## src/rtl/irq_ctrl.sv

```systemverilog
module irq_ctrl #(
  parameter int          NSRC     = 13,
  parameter logic [15:0] VEC_BASE = 16'h0003,
  parameter int          VEC_STEP = 8
) (
  input  logic            clk,
  input  logic            rst_n,
  input  logic [NSRC-1:0] src_evt,
  input  logic            reg_wr,
  input  logic [1:0]      reg_addr,
  input  logic [15:0]     reg_wdata,
  output logic [15:0]     reg_rdata,
  input  logic            instr_done,
  input  logic            reti,
  output logic            irq_req,
  output logic [15:0]     irq_vec,
  output logic [1:0]      svc_level
);
  localparam int IW = $clog2(NSRC);

  logic [NSRC-1:0] pend_q, en_q, prio_q, pend_nxt;
  logic            ge_q, ge_seen, svc_hi, svc_lo;
  logic [NSRC-1:0] cand_hi, cand_lo;
  logic            hi_hit, lo_hit, grant_hi, grant_lo, take;
  logic [IW-1:0]   hi_idx, lo_idx, win_idx;

  assign cand_hi = pend_q & en_q & prio_q & {NSRC{ge_seen}};
  assign cand_lo = pend_q & en_q & ~prio_q & {NSRC{ge_seen}};

  always_comb begin
    hi_hit = 1'b0; lo_hit = 1'b0;
    hi_idx = '0;   lo_idx = '0;
    for (int i = NSRC - 1; i >= 0; i--) begin
      if (cand_hi[i]) begin hi_hit = 1'b1; hi_idx = IW'(i); end
      if (cand_lo[i]) begin lo_hit = 1'b1; lo_idx = IW'(i); end
    end
  end

  assign grant_hi  = hi_hit & ~svc_hi;
  assign grant_lo  = lo_hit & ~hi_hit & ~svc_hi & ~svc_lo;
  assign irq_req   = grant_hi | grant_lo;
  assign win_idx   = grant_hi ? hi_idx : lo_idx;
  assign irq_vec   = VEC_BASE + 16'(VEC_STEP * int'(win_idx));
  assign take      = instr_done & irq_req;
  assign svc_level = {svc_hi, svc_lo};

  always_comb begin
    pend_nxt = pend_q;
    if (reg_wr && reg_addr == 2'd0) pend_nxt = pend_nxt & reg_wdata[NSRC-1:0];
    if (take) pend_nxt[win_idx] = 1'b0;
    pend_nxt = pend_nxt | src_evt;
  end

  always_ff @(posedge clk or negedge rst_n) begin
    if (!rst_n) begin
      pend_q <= '0; en_q <= '0; prio_q <= '0;
      ge_q <= 1'b0; ge_seen <= 1'b0;
      svc_hi <= 1'b0; svc_lo <= 1'b0;
    end else begin
      pend_q <= pend_nxt;
      if (reg_wr && reg_addr == 2'd1) en_q   <= reg_wdata[NSRC-1:0];
      if (reg_wr && reg_addr == 2'd2) ge_q   <= reg_wdata[7];
      if (reg_wr && reg_addr == 2'd3) prio_q <= reg_wdata[NSRC-1:0];
      if (instr_done) ge_seen <= ge_q;
      if (reti) begin
        if (svc_hi) svc_hi <= 1'b0;
        else        svc_lo <= 1'b0;
      end
      if (take) begin
        if (grant_hi) svc_hi <= 1'b1;
        else          svc_lo <= 1'b1;
      end
    end
  end

  always_comb begin
    case (reg_addr)
      2'd0:    reg_rdata = 16'(pend_q);
      2'd1:    reg_rdata = 16'(en_q);
      2'd2:    reg_rdata = {8'h00, ge_q, 7'h00};
      default: reg_rdata = 16'(prio_q);
    endcase
  end


  evt_latch_chk: assert property (@(posedge clk) disable iff (!rst_n)
    (|src_evt) |=> ((pend_q & $past(src_evt)) == $past(src_evt)));


  req_source_chk: assert property (@(posedge clk) disable iff (!rst_n)
    irq_req |-> (pend_q[win_idx] && en_q[win_idx] && ge_seen));


  vec_grid_chk: assert property (@(posedge clk) disable iff (!rst_n)
    irq_req |-> (((irq_vec - VEC_BASE) % 16'(VEC_STEP)) == 16'd0 &&
                 (irq_vec - VEC_BASE) < 16'(NSRC * VEC_STEP)));


  take_clear_chk: assert property (@(posedge clk) disable iff (!rst_n)
    (take && !src_evt[win_idx]) |=> !pend_q[$past(win_idx)]);


  svc_hold_chk: assert property (@(posedge clk) disable iff (!rst_n)
    (!take && !reti) |=> $stable(svc_level));
endmodule

```

## config.mk

```make
export PLATFORM = sky130hd
export DESIGN_NAME = irq_ctrl
export DESIGN_NICKNAME = d
export VERILOG_FILES = /design/src/rtl/irq_ctrl.sv
export SDC_FILE = /design/constraint.sdc
export NUM_CORES = 1
export LEC_CHECK = 0
export ABC_AREA = 1
export BUFFER_PORTS_ARGS = -buffer_cell sky130_fd_sc_hd__buf_4
export CORE_AREA = 2 2 81 83
export DETAILED_ROUTE_END_ITERATION = 10
export DIE_AREA = 0 0 83 85
export GPL_TIMING_DRIVEN = 0
export PLACE_DENSITY = 0.8
export SLEW_MARGIN = 20
export SYNTH_ARGS = -nofsm -noshare
export SYNTH_HDL_FRONTEND = slang
export SYNTH_SLANG_ARGS = --single-unit
export TNS_END_PERCENT = 10
```

## constraint.sdc

```tcl
create_clock -name clk -period 1.7 [get_ports clk]
set_clock_uncertainty 0.05 [all_clocks]
set_input_delay 0.255 -clock clk [delete_from_list [all_inputs] [get_ports clk]]
set_output_delay 0.255 -clock clk [all_outputs]
set_load 0.03 [all_outputs]
```

======== After elaboration in Yosys (flattened, before gate mapping) ========
Index checks and enable logic that the tools add are counted.
word-level totals
  flip-flop bits (word level) ............. 43
  bits of input ports ..................... 36
  output and inout bits ................... 35
  word-level logic and storage cells ...... 103
operators by class
  add/subtract/negate cells ............... 1
  order comparisons ....................... 2
  equal/unequal tests ..................... 3
  multiplexer cells ....................... 65
  bitwise operators ....................... 19
  reductions and logical operators ........ 6
operator list
  kind                                                               count
  2-to-1 mux 4 bit                                                   27
  bitwise AND 13 bit                                                 7
  case mux 13 bit (3 select lines)                                   1
  2-to-1 mux 1 bit                                                   34
  2-to-1 mux 13 bit                                                  2
  inverter 13 bit                                                    2
  OR 13 bit                                                          1
  adder 2 x 7 -> 8 bit, first input constant                         1
  bitwise AND 1 bit                                                  5
  logical AND 1 bit                                                  5
  less-than comparator 4 x 5 -> 1 bit, second input constant         1
  demux 1 bit (select 4 bit)                                         1
  equality test 2 bit, second input constant                         2
  greater-or-equal comparator 4 x 1 -> 1 bit, second input constant  1
  inverter 1 bit                                                     3
  equality test 2 x 1 -> 1 bit, second input constant                1
  logical NOT 2 bit                                                  1
  OR 1 bit                                                           1

======== Depth between registers and ports, before layout ========
  depth in word-level cells ............... 26
  gate-level depth with buffers ........... 19

======== Worst setup path before layout ========
Ideal clock, no wire load.
  path kind ............................... register to register
  start point ............................. register ge_seen
  end point ............................... register pend_q[10]
  arrival ................................. 1.906 ns
  setup slack ............................. -0.372 ns
  cell stages (with the launch flop) ...... 13
  path buffers ............................ 2
  path through ............................ dfrtp_1 > buf_6 > buf_6 > nand4_1 > nand2_1 > nor2_2 > nand3_2 > a21boi_2 > nand3_1 > nor2_2 > nand4_1 > nand2_1 > nand2_1
between the ends
  cells in the longest elaborated chain, start to end .. 24
  elaborated cells on any way between the ends .. 71
  classes of those cells .................. order compare: 2; mux: 56; bitwise: 12; reduce/logical: 1
ends and longest elaborated chain
  what                                                                                                                            RTL line  source
  start: declaration                                                                                                              22        logic ge_q, ge_seen, svc_hi, svc_lo;
  start signal: assignment                                                                                                        64        if (instr_done) ge_seen <= ge_q;
  bitwise AND 13 bit                                                                                                              27        assign cand_hi = pend_q & en_q & prio_q & {NSRC{ge_seen}};
  2-to-1 mux 1 bit (13 in series)                                                                                                 34        if (cand_hi[i]) begin hi_hit = 1'b1; hi_idx = IW'(i); end
  bitwise AND 1 bit                                                                                                               39        assign grant_hi = hi_hit & ~svc_hi;
  2-to-1 mux 4 bit                                                                                                                42        assign win_idx = grant_hi ? hi_idx : lo_idx;
  less-than comparator 4 x 5 -> 1 bit (implied by the code) / greater-or-equal comparator 4 x 1 -> 1 bit (equally long branches)  50        if (take) pend_nxt[win_idx] = 1'b0;
  logical AND 1 bit (implied by the code)                                                                                         50
  2-to-1 mux 1 bit (implied by the code)                                                                                          50
  demux 1 bit (select 4 bit)                                                                                                      50
  inverter 13 bit (no line)                                                                                                       n/a
  bitwise AND 13 bit (no line)                                                                                                    n/a
  2-to-1 mux 13 bit (*)                                                                                                           50
  OR 13 bit (*)                                                                                                                   51        pend_nxt = pend_nxt | src_evt;
  via pend_nxt[10]                                                                                                                21        logic [NSRC-1:0] pend_q, en_q, prio_q, pend_nxt;
  end signal: assignment                                                                                                          60        pend_q <= pend_nxt;
  end: declaration                                                                                                                21
Mark *: on every way through the listed nets, which the timed path passes. The rest lies on a longest branch.
A chain may end at the register's enable or synchronous reset.

======== Final worst setup path ========
  start point ............................. register ge_seen
  end point ............................... output irq_vec[3]
between the ends
  cells in the longest elaborated chain, start to end .. 17
  elaborated cells on any way between the ends .. 42
  classes of those cells .................. add/sub: 1; mux: 38; bitwise: 3
ends and longest elaborated chain
  what                             RTL line  source
  bitwise AND 13 bit               27
  2-to-1 mux 1 bit (13 in series)  34
  bitwise AND 1 bit                39
  2-to-1 mux 4 bit (*)             42
  adder 2 x 7 -> 8 bit (*)         43        assign irq_vec = VEC_BASE + 16'(VEC_STEP * int'(win_idx));
  end: declaration                 16        output logic [15:0] irq_vec,
Every way passes the cells marked *; elsewhere a longest branch is shown, timed or not.

==> metrics.md <==
| Metric | Value |
|---|---|
| Worst EP arrival | 2.01 ns |
| Layout cell share with drive strength beyond 1 | 29.62% |
| Final HPWL DP | ~6.4 mm |
| P_leak | between 2 and 2.5 nW |
| Flops & latches, synth | between 40 and 50 |
| RSZ-0062 raised after global routing | yes |
| Worst-Margin Slew | 0.6872 ns |
| R2r startpoint | ge_seen |
| Max clock buf depth | 2 |
| Fin crit share | 136.0% |
| Reg2reg end | pend_q[6] |
| Worst-path clk slew | approximately 0.080 ns |
| Crit path setup slack, layout | -0.6122 ns |
| Clock sinks | 43 |
| DR WL/cell | around 16 um |
| Crit-path max FO | 5 |
| Final Wtd Congestion | 0.9239 |
| Hold EP | pend_q[7] |
| Min-Delay Path Depth | 3 |
| Status | finished, violations left |
| Via count | 3207 |
| Crit start category | flop |
| Die Width | 83 um |
| GRT Residual Overflow | 0 |
| Crit path time final | 2.312 ns |
| Fin cells | around 600 |
| Initial Util | 47.37% |
| CP required | 1.39 ns |
| Num CTS Buffers | 5 |
| PwrDens | 1166 mW/mm^2 |
| Mapped Cells | 423 |
| Kind of critical path | reg2out |
| Cell variety after synth | 29 |
| H-tree depth | 2 |
| Mapped Area | between 0.002 and 0.003 sq mm |
| FILL cells | 571 |
| Pins Over Slew Limit | 0 |
| Largest net degree at the start of global routing | 44 |
| Largest vdd supply drop | 0.0007413 V |
| Worst path max stage delay | 0.45 ns |
| Critical Path, Cell by Cell | buf_6, nand4_1, buf_4, or2_2, nand3_2, nand2_2, nand2_4, nand2_4, buf_6 |
| Final hold vios | 0 |
| Clk_lat worst skew | 0.29 ns |
| Initial antenna violation count | 0 |
| Vias in the first global route | 2986 |
| First-pass GRT wire length | 14.80 mm |
| Hold_ws | around 0.089 ns |
| Crit. End Element | output pin |
| Max-cap viol count | 0 |
| Port Buffers | 52 |
| Register-to-Register Path Depth | 15 |
| Routed Antenna Nets | 0 |
| Tot GR Track Use | about a quarter |
| Chip height | around 85 um |
| Family with the most delay on the worst path | simple AND/OR/NAND/NOR gates |
| Failing checks | negative setup slack |
| Syn-to-layout area delta | 33.50% |
| Drt total wl | ~9.3 mm |
| First drt pass iteration count | 5 |
| I/O pin total | 71 |
| Vias/cell | 5.372 |
| Rows | 29 |
| CTS Root Buffer Type | clkbuf_8 |
| Core area | 0.006205 sq mm |
| Post-synthesis sequential area ratio | a little over a third |
| Number of DRC markers in iteration 0 | 245 |
| CTS tree | done |
| Rel. slew slack | 54.19% |
| Final Core Density | 63.24% |
| Synthesized area per cell | 6.948 sq um |
| NumNets Final | roughly 560 |
| HP Class | in2reg |
| Final setup fails | 21 |
| Post-Place Setup Slack | -0.4864 ns |
| Worst path bufs/invs | 3 |
| # placed instances | 565 |
| CP max-delay cell | dfrtp_2 |
| Yosys warns | 0 |
| DR DRC count | 0 |
| FMAX | roughly 430 MHz |
| Hold path startpoint | src_evt[7] |
| Flop-to-flop setup slack | -0.54 ns |
| Die area | roughly 0.0071 sq mm |
| Antenna fix cells | 0 |
final cells by class:
type                            instances  area [sq um]  share of cell area (%)
Buffer                                 28         205.2                   5.230
Clock buffer                            8         100.1                   2.551
Inverter                               62         232.7                   5.931
Multi-Input combinational cell        303          1603                   40.85
Sequential cell                        43          1077                   27.46
Tap cell                               77         96.34                   2.455
Timing Repair Buffer                   76         609.3                   15.53
synth_stat cells, drive strengths merged:
cell type  instances  area (sq um)
inv               62         232.7
o211ai             9         67.56
clkbuf             8         30.03
a21oi              4         20.02
o22ai              1         6.260
nor3               1         5.000
a21boi            12         93.84
a32oi              1         8.760
nor2              28         137.6
nand2            142         565.5
o21bai             1         7.510
or2                2         12.51
o21ai             34         181.4
nand3             19         105.1
dfrtp             43          1076
o221ai             2         17.52
conb               2         7.510
nand4             32         206.5
buf               20         157.7
where the power goes:
part	internal [mW]	switching, mW	total (mW)	leakage (nW)
sequential	1.19	0.171	1.36	0.494
combinational	0.996	1.49	2.49	1.61
clock	0.371	0.351	0.722	0.0515
total	2.56	2.02	4.58	2.15
per-layer routing:
layer / vias up / GRT usage (%) / wire length [um]
met5: - / 0 / 0
met4: 0 / 6.557 / 276
met3: 24 / 4.767 / 813
met2: 169 / 44.94 / 4380
met1: 1484 / 35.02 / 3824
li1: 1530 / - / -
tightest hold or removal path, stage by stage:
cell and delay, ns:
buf_4 0.08, inv_1 0.03, nand2_1 0.05
worst max path at each step:
stage                       start          to  slack [ns]  depth (start not counted)
after floorplan           ge_seen  pend_q[10]       -0.24                         12
after global placement    ge_seen   pend_q[7]       -0.49                         13
after detailed placement  ge_seen   pend_q[7]       -0.49                         13
after CTS                 ge_seen  irq_vec[3]       -0.60                         11
after global routing      ge_seen  irq_vec[3]       -0.68                         14
final                     ge_seen  irq_vec[3]       -0.61                          9
state kept, by name, summed over array words and instances (netlist names):
name,flops
en_q,13
ge_q,1
ge_seen,1
pend_q,13
prio_q,13
svc_hi,1
svc_lo,1
metrics by stage:
step	cell area (sq um)	setup TNS (ns)	total power, mW
3_3_place_gp	3487	-9.393	3.324
3_5_place_dp	3487	-10.79	3.374
5_1_grt	3924	-11.20	4.821
4_1_cts	3771	-8.617	4.357
2_1_floorplan	3000	-2.580	2.778
6_report	3924	-9.231	4.575
cells by family (layout without fill, tap and decap cells):
kind of cell	after synthesis	count (layout)	share of synthesized area (%)
other	2	15	0.2555
and+or+nand+nor	224	224	35.12
AOI/OAI and AO/OA	64	64	13.71
buffers and inverters	90	174	14.30
DFF	43	43	36.61
placed cells by master (no fill, tap or decap), drive strengths merged:
master and instances:
nand3 19, buf 95, conb 15, dlygate4sd3 1, o21ai 34, a32oi 1
o211ai 9, nand2 142, or2 2, nor3 1, nor2 28, a21oi 4
o221ai 2, dfrtp 43, o21bai 1, clkbuf 16, o22ai 1, a21boi 12
nand4 32, inv 62
timing repair:
action                                  4_1_cts  5_1_grt
pin swaps                                     9       15
resized for setup                            28       21
endpoints found under the hold margin        43        0
hold buffers                                  1        0
endpoints found under the setup margin       30       22
gates cloned                                  1        1
setup buffers                                12        9
Power figures use the tool's default switching activity.
